<file path="src/rtl/pws_pkg.sv">
package pws_pkg;

    typedef enum logic [1:0] {
        ST_RUN   = 2'd0,
        ST_LOCK  = 2'd1,
        ST_DEB_A = 2'd2,
        ST_DEB_B = 2'd3
    } lock_state_t;

    localparam logic ADDR_CTRL = 1'b0;
    localparam logic ADDR_STAT = 1'b1;

    localparam int CB_RUN  = 0;
    localparam int CB_BATT = 1;
    localparam int CB_PFIE = 2;
    localparam int CB_TSE  = 3;

    localparam int SB_OSCF = 0;
    localparam int SB_LOWB = 1;
    localparam int SB_PFF  = 2;
    localparam int SB_LOCK = 3;

    localparam int CTRL_BITS = 4;

    typedef struct packed {
        logic tse;
        logic pfie;
        logic batt;
        logic run;
    } ctrl_t;

endpackage

</file>
<file path="src/rtl/pws_tick_gen.sv">
module pws_tick_gen #(
    parameter int DIV = 1024
) (
    input  logic clk,
    input  logic rst_n,
    output logic tick_o
);
    localparam int CW = (DIV > 2) ? $clog2(DIV) : 1;
    localparam logic [CW-1:0] LAST = CW'(DIV - 1);

    logic [CW-1:0] cnt_q;

    always_ff @(posedge clk or negedge rst_n) begin
        if (!rst_n) begin
            cnt_q <= '0;
        end else if (cnt_q == LAST) begin
            cnt_q <= '0;
        end else begin
            cnt_q <= cnt_q + 1'b1;
        end
    end

    assign tick_o = (cnt_q == LAST);


    tick_gap_chk: assert property (@(posedge clk) disable iff (!rst_n)
        tick_o |=> !tick_o);

endmodule

</file>
<file path="src/rtl/pws_lock_fsm.sv">
module pws_lock_fsm
    import pws_pkg::*;
#(
    parameter int DIV = 1024
) (
    input  logic clk,
    input  logic rst_n,
    input  logic pfail_i,
    input  logic on_batt_i,
    input  logic tick_i,
    output logic lockout_o
);
    localparam int DW = $clog2(2 * DIV + 2) + 1;
    localparam logic [DW-1:0] K_MIN = DW'(DIV);
    localparam logic [DW-1:0] K_MAX = DW'(2 * DIV - 1);

    lock_state_t state_q, state_d;
    logic        fault;

    assign fault = pfail_i | on_batt_i;

    always_ff @(posedge clk or negedge rst_n) begin
        if (!rst_n) begin
            state_q <= ST_LOCK;
        end else begin
            state_q <= state_d;
        end
    end

    always_comb begin
        state_d = state_q;
        unique case (state_q)
            ST_RUN:   if (fault) state_d = ST_LOCK;
            ST_LOCK:  if (!fault) state_d = ST_DEB_A;
            ST_DEB_A: begin
                if (fault)       state_d = ST_LOCK;
                else if (tick_i) state_d = ST_DEB_B;
            end
            ST_DEB_B: begin
                if (fault)       state_d = ST_LOCK;
                else if (tick_i) state_d = ST_RUN;
            end
        endcase
    end

    always_comb begin
        lockout_o = (state_q != ST_RUN);
    end

    logic [DW-1:0] deb_cnt_q;
    always_ff @(posedge clk or negedge rst_n) begin
        if (!rst_n) begin
            deb_cnt_q <= '0;
        end else if (state_q == ST_DEB_A || state_q == ST_DEB_B) begin
            deb_cnt_q <= deb_cnt_q + 1'b1;
        end else begin
            deb_cnt_q <= '0;
        end
    end


    lock_on_fault_chk: assert property (@(posedge clk) disable iff (!rst_n)
        fault |=> lockout_o);


    deb_window_chk: assert property (@(posedge clk) disable iff (!rst_n)
        (state_q == ST_DEB_B && state_d == ST_RUN) |->
            (deb_cnt_q >= K_MIN && deb_cnt_q <= K_MAX));

endmodule

</file>
<file path="src/rtl/pws_regs.sv">
module pws_regs
    import pws_pkg::*;
#(
    parameter int DATA_W = 8
) (
    input  logic              clk,
    input  logic              rst_n,
    input  logic              wr_en_i,
    input  logic              wr_addr_i,
    input  logic [DATA_W-1:0] wr_data_i,
    input  logic              pfail_i,
    input  logic              on_batt_i,
    input  logic              lowbat_cmp_i,
    input  logic              clk_update_i,
    output ctrl_t             ctrl_o,
    output logic              osc_fail_o,
    output logic              lowbat_o,
    output logic              pf_flag_o,
    output logic              irq_o,
    output logic              tsave_strobe_o
);
    ctrl_t ctrl_q;
    logic  osc_fail_q, lowbat_q, pf_flag_q;
    logic  pfail_q, batt_q;
    logic  pf_rise, batt_rise, pfie_eff, ctrl_wr, stat_wr;

    assign pf_rise   = pfail_i & ~pfail_q;
    assign batt_rise = on_batt_i & ~batt_q;
    assign pfie_eff  = ctrl_q.pfie & ~on_batt_i;
    assign ctrl_wr   = wr_en_i && (wr_addr_i == ADDR_CTRL);
    assign stat_wr   = wr_en_i && (wr_addr_i == ADDR_STAT);

    always_ff @(posedge clk or negedge rst_n) begin
        if (!rst_n) begin
            pfail_q <= 1'b0;
            batt_q  <= 1'b0;
        end else begin
            pfail_q <= pfail_i;
            batt_q  <= on_batt_i;
        end
    end

    always_ff @(posedge clk or negedge rst_n) begin
        if (!rst_n) begin
            ctrl_q <= '0;
        end else begin
            if (ctrl_wr) begin
                ctrl_q <= ctrl_t'(wr_data_i[CTRL_BITS-1:0]);
            end
            if (batt_rise) begin
                ctrl_q.tse <= 1'b0;
            end
        end
    end

    always_ff @(posedge clk or negedge rst_n) begin
        if (!rst_n) begin
            osc_fail_q <= 1'b1;
        end else if (ctrl_wr && wr_data_i[CB_RUN]) begin
            osc_fail_q <= 1'b0;
        end
    end

    always_ff @(posedge clk or negedge rst_n) begin
        if (!rst_n) begin
            lowbat_q <= 1'b0;
        end else begin
            lowbat_q <= pfie_eff & lowbat_cmp_i;
        end
    end

    always_ff @(posedge clk or negedge rst_n) begin
        if (!rst_n) begin
            pf_flag_q <= 1'b0;
        end else if (pf_rise && pfie_eff) begin
            pf_flag_q <= 1'b1;
        end else if (stat_wr && wr_data_i[SB_PFF]) begin
            pf_flag_q <= 1'b0;
        end
    end

    assign ctrl_o         = ctrl_q;
    assign osc_fail_o     = osc_fail_q;
    assign lowbat_o       = lowbat_q;
    assign pf_flag_o      = pf_flag_q;
    assign irq_o          = pf_flag_q & pfie_eff;
    assign tsave_strobe_o = ctrl_q.tse & clk_update_i;


    osc_keep_chk: assert property (@(posedge clk) disable iff (!rst_n)
        (osc_fail_q && !(ctrl_wr && wr_data_i[CB_RUN])) |=> osc_fail_q);


    osc_clear_chk: assert property (@(posedge clk) disable iff (!rst_n)
        (ctrl_wr && wr_data_i[CB_RUN]) |=> (!osc_fail_q && ctrl_q.run));


    lowbat_batt_chk: assert property (@(posedge clk) disable iff (!rst_n)
        on_batt_i |=> !lowbat_o);


    pf_set_chk: assert property (@(posedge clk) disable iff (!rst_n)
        ($rose(pfail_i) && ctrl_q.pfie && !on_batt_i) |=> pf_flag_o);


    irq_batt_chk: assert property (@(posedge clk) disable iff (!rst_n)
        on_batt_i |-> !irq_o);


    tse_batt_chk: assert property (@(posedge clk) disable iff (!rst_n)
        $rose(on_batt_i) |=> !ctrl_q.tse);


    tse_keep_chk: assert property (@(posedge clk) disable iff (!rst_n)
        (ctrl_q.tse && !ctrl_wr && !$rose(on_batt_i)) |=> ctrl_q.tse);

endmodule

</file>
<file path="src/rtl/pwr_supervisor.sv">
module pwr_supervisor
    import pws_pkg::*;
#(
    parameter int TICK_DIV = 1024,
    parameter int DATA_W   = 8
) (
    input  logic              clk,
    input  logic              rst_n,
    input  logic              pfail_i,
    input  logic              on_batt_i,
    input  logic              lowbat_cmp_i,
    input  logic              clk_update_i,
    input  logic              wr_en_i,
    input  logic              wr_addr_i,
    input  logic [DATA_W-1:0] wr_data_i,
    input  logic              rd_addr_i,
    output logic [DATA_W-1:0] rd_data_o,
    output logic              lockout_o,
    output logic              irq_o,
    output logic              tsave_strobe_o,
    output logic              clk_run_o
);
    logic  tick;
    logic  lock;
    ctrl_t ctrl;
    logic  osc_fail, lowbat, pf_flag;

    pws_tick_gen #(.DIV(TICK_DIV)) u_tick (
        .clk    (clk),
        .rst_n  (rst_n),
        .tick_o (tick)
    );

    pws_lock_fsm #(.DIV(TICK_DIV)) u_fsm (
        .clk       (clk),
        .rst_n     (rst_n),
        .pfail_i   (pfail_i),
        .on_batt_i (on_batt_i),
        .tick_i    (tick),
        .lockout_o (lock)
    );

    pws_regs #(.DATA_W(DATA_W)) u_regs (
        .clk            (clk),
        .rst_n          (rst_n),
        .wr_en_i        (wr_en_i),
        .wr_addr_i      (wr_addr_i),
        .wr_data_i      (wr_data_i),
        .pfail_i        (pfail_i),
        .on_batt_i      (on_batt_i),
        .lowbat_cmp_i   (lowbat_cmp_i),
        .clk_update_i   (clk_update_i),
        .ctrl_o         (ctrl),
        .osc_fail_o     (osc_fail),
        .lowbat_o       (lowbat),
        .pf_flag_o      (pf_flag),
        .irq_o          (irq_o),
        .tsave_strobe_o (tsave_strobe_o)
    );

    always_comb begin
        rd_data_o = '0;
        if (rd_addr_i == ADDR_CTRL) begin
            rd_data_o[CTRL_BITS-1:0] = ctrl;
        end else begin
            rd_data_o[SB_OSCF] = osc_fail;
            rd_data_o[SB_LOWB] = lowbat;
            rd_data_o[SB_PFF]  = pf_flag;
            rd_data_o[SB_LOCK] = lock;
        end
    end

    assign lockout_o = lock;
    assign clk_run_o = ctrl.run;


    strobe_gate_chk: assert property (@(posedge clk) disable iff (!rst_n)
        tsave_strobe_o |-> (clk_update_i && rd_addr_i == ADDR_STAT) || clk_update_i);


    lock_mirror_chk: assert property (@(posedge clk) disable iff (!rst_n)
        (rd_addr_i == ADDR_STAT) |-> (rd_data_o[SB_LOCK] == lockout_o));

endmodule

</file>
<file path="config.mk">
export PLATFORM = sky130hd
export DESIGN_NAME = pwr_supervisor
export DESIGN_NICKNAME = d
export VERILOG_FILES = /design/src/rtl/pws_pkg.sv /design/src/rtl/pws_tick_gen.sv /design/src/rtl/pws_lock_fsm.sv /design/src/rtl/pws_regs.sv /design/src/rtl/pwr_supervisor.sv
export SDC_FILE = /design/constraint.sdc
export NUM_CORES = 1
export LEC_CHECK = 0
export CORE_UTILIZATION = 54
export DETAILED_ROUTE_END_ITERATION = 7
export DONT_BUFFER_PORTS = 1
export GPL_TIMING_DRIVEN = 0
export PLACE_DENSITY = 0.72
export REMOVE_ABC_BUFFERS = 1
export SLEW_MARGIN = 20
export SYNTH_ARGS = -nofsm -noshare
export SYNTH_HDL_FRONTEND = slang
export SYNTH_SLANG_ARGS = --single-unit
</file>
<file path="constraint.sdc">
create_clock -name clk -period 1.3 [get_ports clk]
set_clock_uncertainty 0.15 [all_clocks]
set_input_delay 0.26 -clock clk [delete_from_list [all_inputs] [get_ports clk]]
set_output_delay 0.26 -clock clk [all_outputs]
set_load 0.02 [all_outputs]
</file>
# [Word-level counts from Yosys, hierarchy flattened]
# Index checks and enable logic that the tools add are counted.
[op_classes] bitwise=11 n_mul=0 reduce_logical=10 div_mod_pow=0 n_addsub=1 n_mux=13 eq_ne=8 order_cmp=0 n_shift=0
[ops] cell="2-bit 2-to-1 mux" count=6
[ops] cell="10-bit by 1-bit adder with 10-bit output, second input constant" count=1
[ops] cell="10-bit == test, second input constant" count=1
[ops] cell="10-bit 2-to-1 mux" count=1
[ops] cell="4-bit 2-to-1 mux" count=2
[ops] cell="2-bit one-hot mux with 4 select lines" count=1
[ops] cell="1-bit bitwise AND" count=6
[ops] cell="3-bit by 2-bit inequality test with 1-bit output, second input constant" count=2
[ops] cell="2-bit nonzero test" count=3
[ops] cell="1-bit logical AND" count=5
[ops] cell="2-bit == test, second input constant" count=2
[ops] cell="1-bit inverter" count=4
[ops] cell="4-bit AND reduction" count=1
[ops] cell="1-bit 2-to-1 mux" count=3
[ops] cell="2-bit by 1-bit == test with 1-bit output, second input constant" count=1
[ops] cell="2-bit logical NOT" count=1
[ops] cell="2-bit by 1-bit inequality test with 1-bit output, second input constant" count=1
[ops] cell="2-bit inequality test, second input constant" count=1
[ops] cell="1-bit OR" count=1
[word_totals] mem_bits_rw=0 latchBits=0 in_bits=17 mem_count=0 word_cells=54 regBits=21 mem_bits_ro=0 out_inout_bits=12

# [Depth between registers and ports, before layout]
[depth] depth_word=4 ltp_mapped=4 depth_no_buf=4

# [By module]
# Synthesis repeated with hierarchy kept, for this count alone.
[hier_totals] hier_cells=86 hier_area_um2=1012.2
[by_module_without_submodules] module="pws_tick_gen" cells_per_inst=42 instances=1 seq_area_each_um2=250.2 area_each_um2=473.0
[by_module_without_submodules] module="pws_regs" cells_per_inst=26 instances=1 seq_area_each_um2=226.5 area_each_um2=370.4
[by_module_without_submodules] module="pws_lock_fsm" cells_per_inst=9 instances=1 seq_area_each_um2=51.3 area_each_um2=90.1
[by_module_without_submodules] module="pwr_supervisor" cells_per_inst=9 instances=1 seq_area_each_um2=0.0 area_each_um2=78.8

# [Worst setup path after synthesis]
# No wires, ideal clock.
[synth_path] kind="reg-to-reg" from="register u_tick.cnt_q[0]" to="register u_fsm.state_q[1]" n_path_buf=0 t_arrival_ns=1.136 setup_ns=0.148 setup_slack_ns=-0.134 required_ns=1.002 synth_period_minus_slack_ns=1.434 path_stages_with_launch=5 path_cell_list="dfrtp_1 > ha_1 > inv_1 > nor3_2 > a2111oi_0"
[synth_between] elab_chain_cells=3 word_cells_on_any_way=4 classes_between="eq/ne: 3; reduce/logical: 1"
[synth_rtl] item="start, declared" line="pws_tick_gen.sv:11" source="logic [CW-1:0] cnt_q;"
[synth_rtl] item="start signal, assigned" line="pws_tick_gen.sv:19" source="cnt_q <= cnt_q + 1'b1;"
[synth_rtl] item="10-bit == test (*)" line="pws_tick_gen.sv:23" source="assign tick_o = (cnt_q == LAST);"
[synth_rtl] item="3-bit by 2-bit inequality test with 1-bit output (no source line)"
[synth_rtl] item="4-bit AND reduction (no source line) (*)"
[synth_rtl] item="end signal, assigned" line="pws_lock_fsm.sv:26" source="state_q <= state_d;"
[synth_rtl] item="end, declared" line="pws_lock_fsm.sv:17" source="lock_state_t state_q, state_d;"
# Every way passes the cells marked *; elsewhere a longest branch is shown, timed or not.
# A chain may end at the register's enable or synchronous reset.

# [Final worst setup path]
[layout_path] from="register u_fsm.state_q[0]" to="output rd_data_o[3]"
[layout_between] elab_chain_cells=2
[layout_rtl] item="2-bit nonzero test" line="pws_lock_fsm.sv:47" source="lockout_o = (state_q != ST_RUN);"
[layout_rtl] item="4-bit 2-to-1 mux" line="pwr_supervisor.sv:63" source="if (rd_addr_i == ADDR_CTRL) begin"
[layout_rtl] item="end, declared" line="pwr_supervisor.sv:17" source="output logic [DATA_W-1:0] rd_data_o,"
# Every way passes these cells.

==> run_summary.xml <==
<?xml version="1.0" encoding="UTF-8"?>
<metrics>
  <group name="routing">
    <metric name="detail_route.vias_per_cell" unit="">6.00</metric>
    <metric name="remaining_drc_errors" unit="">0</metric>
    <metric name="wirelength" unit="um">2940</metric>
    <metric name="avgRoutedWirePerCell" unit="um">20.1</metric>
    <metric name="drt_first_pass_iters" unit="">4</metric>
    <metric name="drt_first_iter_violations" unit="">38</metric>
    <metric name="vias_after_detailed_routing" unit="">876</metric>
    <metric name="final_ant_viol_nets" unit="">0</metric>
  </group>
  <group name="setup_path">
    <metric name="critical_path_peak_fanout" unit="">3</metric>
    <metric name="cp_slowest_cell" unit="">sky130_fd_sc_hd__dfstp_2</metric>
    <metric name="timing.critical_path.buf_inv" unit="">0</metric>
    <metric name="crit_arrival" unit="ns">1.15</metric>
    <metric name="worstSetupStartpoint" unit="">u_fsm.state_q[0]$_DFFE_PN1P_</metric>
    <metric name="cpLargestDelayFamily" unit="">flip-flops</metric>
    <metric name="regToRegStartpoint" unit="">u_tick.cnt_q[0]$_DFF_PN0_</metric>
    <metric name="critical_path.endpoint_type" unit="">primary output</metric>
    <metric name="cp_cell_sequence" unit="">nor2_4 -&gt; a21oi_4</metric>
    <metric name="cp-start-kind" unit="">flop</metric>
    <metric name="worstPathRequired" unit="ns">0.89</metric>
    <metric name="worst-setup-path-type" unit="">flop to primary output</metric>
    <metric name="critical-path-max-stage-delay" unit="ns">0.59</metric>
  </group>
  <group name="worst_hold_path">
    <metric name="hold_path_class" unit="">input port to async pin</metric>
  </group>
  <group name="pwr">
    <metric name="cellLeakagePower" unit="nW">0.655</metric>
    <metric name="cellInternalPower" unit="mW">0.900</metric>
    <metric name="power.combinational.fraction" unit="%">16.4</metric>
    <metric name="share_seq_of_total_power" unit="%">58.6</metric>
    <metric name="netSwitchingFraction" unit="%">26.9</metric>
    <metric name="irDropWorstVdd" unit="V">0.000893</metric>
    <metric name="power.density" unit="nW/um^2">852</metric>
    <metric name="share_clk_of_total_power" unit="%">24.9</metric>
    <metric name="power.net_switching" unit="mW">0.332</metric>
  </group>
  <group name="synthesis">
    <metric name="syn_area" unit="sq um">976</metric>
    <metric name="synth-edff-count" unit="">0</metric>
    <metric name="synth_async_sr_flop_share" unit="%">100</metric>
    <metric name="synth_cells" unit="">86</metric>
    <metric name="synth_largest_type_area_fraction" unit="%">48.7</metric>
    <metric name="yosys_warnings" unit="">0</metric>
    <metric name="yosys.area.top_type" unit="">sky130_fd_sc_hd__dfrtp_1</metric>
    <metric name="ys_types" unit="">30</metric>
    <metric name="synth_sequential_area_ratio" unit="%">54.1</metric>
    <metric name="syn_area_per_cell" unit="sq um">11.3</metric>
    <metric name="ys.flop_type" unit="">sky130_fd_sc_hd__dfrtp_1</metric>
    <metric name="synth_top_cells_by_area" unit="">sky130_fd_sc_hd__dfrtp_1, sky130_fd_sc_hd__mux2_2, sky130_fd_sc_hd__dfstp_2</metric>
    <metric name="ys_ff_latch" unit="">21</metric>
  </group>
  <group name="timing">
    <metric name="worst_slack" unit="ns">-0.265</metric>
    <metric name="rsz_0062_raised_after_global_routing" unit="">true</metric>
    <metric name="highest_achievable_clock_rate" unit="MHz">639</metric>
    <metric name="max-slew-margin-rel" unit="%">38.8</metric>
    <metric name="timing.final.crit_share" unit="%">120</metric>
    <metric name="final.min_clock_period" unit="ns">1.56</metric>
    <metric name="max_slew_violation_count" unit="">0</metric>
    <metric name="setup_viol_count_final" unit="">16</metric>
    <metric name="report.final.hold_viol_count" unit="">11</metric>
    <metric name="tightestPinTransition" unit="ns">0.918</metric>
    <metric name="timing.hold.ws" unit="ns">-0.00875</metric>
  </group>
  <group name="floorplan">
    <metric name="placement_rows" unit="">14</metric>
    <metric name="die-area" unit="sq um">1980</metric>
    <metric name="floorplan.io_pins" unit="">29</metric>
    <metric name="core-area" unit="sq um">1590</metric>
    <metric name="die_height" unit="um">44.5</metric>
    <metric name="initial_utilization" unit="%">61.2</metric>
    <metric name="die_x" unit="um">44.5</metric>
  </group>
  <group name="status">
    <metric name="status" unit="">finished, violations left</metric>
    <metric name="failed_checks" unit="">hold timing, setup timing</metric>
  </group>
  <group name="placement">
    <metric name="globalplace.congestion" unit="">0.772</metric>
    <metric name="io_buffer_count" unit="">0</metric>
    <metric name="pre_cts_slack" unit="ns">-0.389</metric>
    <metric name="hpwl" unit="um">1120</metric>
    <metric name="placed_instance_area" unit="sq um">987</metric>
  </group>
  <group name="cells_and_area">
    <metric name="finalInstanceArea" unit="sq um">1450</metric>
    <metric name="synthToLayoutAreaGrowth" unit="%">48.2</metric>
    <metric name="post_route_cells_drive_above_1_share" unit="%">41.0</metric>
    <metric name="n_antenna_cell" unit="">0</metric>
    <metric name="num-nets-final" unit="">141</metric>
  </group>
  <group name="global_routing">
    <metric name="pin_count_of_the_biggest_net_entering_global_routing" unit="">22</metric>
    <metric name="globalRoute.totalOverflow" unit="">0</metric>
    <metric name="grt_pass1_wl" unit="um">3570</metric>
    <metric name="first_global_vias" unit="">762</metric>
    <metric name="grt_use_total" unit="%">26.3</metric>
    <metric name="grt_antenna_before_repair" unit="">0</metric>
  </group>
  <group name="clock_network">
    <metric name="h_tree_depth_reported_by_cts" unit="">1</metric>
    <metric name="cts_tree" unit="">yes</metric>
    <metric name="clock-sinks" unit="">21</metric>
    <metric name="cts-buffers-inserted" unit="">3</metric>
    <metric name="max-clock-path-buffers" unit="">2</metric>
    <metric name="clkLatencyLatePin" unit="ns">0.31</metric>
    <metric name="cts_clock_pin_slew_for_the_worst_setup_and_hold_paths" unit="ns">0.11</metric>
    <metric name="cell_at_the_root_of_the_clock_tree" unit="">sky130_fd_sc_hd__clkbuf_4</metric>
  </group>
  <group name="flow_run">
    <metric name="maxCapViolCount" unit="">0</metric>
  </group>
</metrics>
-- cell usage after synthesis, types with 2 or more instances --
cell,number
sky130_fd_sc_hd__buf_4,4
sky130_fd_sc_hd__xor2_1,2
sky130_fd_sc_hd__nand3_1,7
sky130_fd_sc_hd__dfstp_2,2
sky130_fd_sc_hd__o21ai_0,2
sky130_fd_sc_hd__nor2b_1,3
sky130_fd_sc_hd__a21oi_1,4
sky130_fd_sc_hd__nand2_1,3
sky130_fd_sc_hd__and2_1,4
sky130_fd_sc_hd__xnor2_1,3
sky130_fd_sc_hd__dfrtp_1,19
sky130_fd_sc_hd__nand4_1,2
sky130_fd_sc_hd__inv_1,4
sky130_fd_sc_hd__nor2_1,4
sky130_fd_sc_hd__mux2_2,6
sky130_fd_sc_hd__or3_1,2
sky130_fd_sc_hd__o211ai_1,2
-- power groups by stage --
stage | Combinational [mW] | Sequential (mW) | Clock (mW)
after floorplan | 0.101 | 0.718 | 0
after global placement | 0.108 | 0.722 | 0
after detailed placement | 0.110 | 0.724 | 0
after CTS | 0.175 | 0.715 | 0.317
after global routing | 0.214 | 0.726 | 0.349
final | 0.202 | 0.722 | 0.307
-- metrics by stage --
stage | util (%) | power (mW) | hold WS (ns) | TNS (ns) | std cells
floorplan | - | 0.819 | -0.186 | -0.354 | 85
global placement | 61.9 | 0.830 | -0.185 | -1.65 | 109
detailed placement | 61.9 | 0.833 | -0.185 | -1.65 | 109
CTS | 81.8 | 1.21 | 0.00369 | -1.29 | 137
global route | 90.7 | 1.29 | 0.0566 | -2.43 | 146
finish | 90.7 | 1.23 | -0.00875 | -1.76 | 146
-- cells by family (layout without fill, tap and decap cells) --
family	Yosys count	count (layout)	share of synthesized area (%)
flip-flops	21	21	54.1
buffers and inverters	8	41	4.62
XOR/XNOR	5	5	4.49
AO/OA/AOI/OAI	14	14	9.74
other	1	4	0.384
multiplexers	7	7	7.95
AND/OR/NAND/NOR	29	29	17.4
adder cells (fa/ha/maj)	1	1	1.28
-- state kept, by name (all words and copies together) (netlist names) --
signal,count
u_regs.pf_flag_o,1
u_fsm.state_q,2
u_regs.osc_fail_o,1
u_regs.batt_q,1
u_regs.ctrl_o,4
u_regs.pfail_q,1
u_tick.cnt_q,10
u_regs.lowbat_o,1
-- path summary, 6_finish.rpt --
path                                            endpoint  slack [ns]  cells after the start
min in group clk               u_regs.lowbat_o$_DFF_PN0_        0.12                      3
hold reg to reg            u_regs.osc_fail_o$_DFFE_PN1P_        0.34                      1
setup / recovery                            rd_data_o[3]       -0.26                      2
setup reg to reg            u_fsm.state_q[1]$_DFFE_PN0P_       -0.14                      5
max in group asynchronous   u_regs.ctrl_o[0]$_DFFE_PN0N_        0.39                      1
hold / removal                 u_tick.cnt_q[9]$_DFF_PN0_      -0.009                      1
-- cells in the final DEF, fill, tap and decap left out, types with 3 or more instances in the layout --
cell type,count
sky130_fd_sc_hd__dfrtp_1,18
sky130_fd_sc_hd__inv_1,3
sky130_fd_sc_hd__nor2_1,3
sky130_fd_sc_hd__clkbuf_4,3
sky130_fd_sc_hd__mux2_2,3
sky130_fd_sc_hd__buf_4,14
sky130_fd_sc_hd__conb_1,4
sky130_fd_sc_hd__buf_6,8
sky130_fd_sc_hd__nand3_1,5
sky130_fd_sc_hd__dlygate4sd3_1,10
sky130_fd_sc_hd__mux2_4,3
-- metal layers --
| metal | track usage, % | vias up | share of wire (%) |
|---|---|---|---|
| met5 | 0 | - | 0 |
| met4 | 12.7 | 0 | 2.9 |
| met3 | 7.35 | 10 | 6.0 |
| met2 | 42.1 | 46 | 49 |
| met1 | 32.7 | 444 | 42 |
| li1 | - | 376 | - |
-- area by class of cell --
type / instances / area (sq um)
flip-flops and latches: 21 / 529
fillers: 61 / 148
inverters: 4 / 17.5
clock inverters: 1 / 5.00
repair buffers: 33 / 308
well taps: 24 / 30.0
clock buffers: 3 / 22.5
multi-input cells: 60 / 534
-- what timing repair did --
item,in CTS,in global routing
gates resized for setup,24,14
pin swaps,7,12
cloned,0,0
hold endpoints to repair,32,1
endpoints found under the setup margin,16,37
buffers inserted,15,7
hold buffers,9,2
Note: power is estimated with default switching activity, not from simulation.
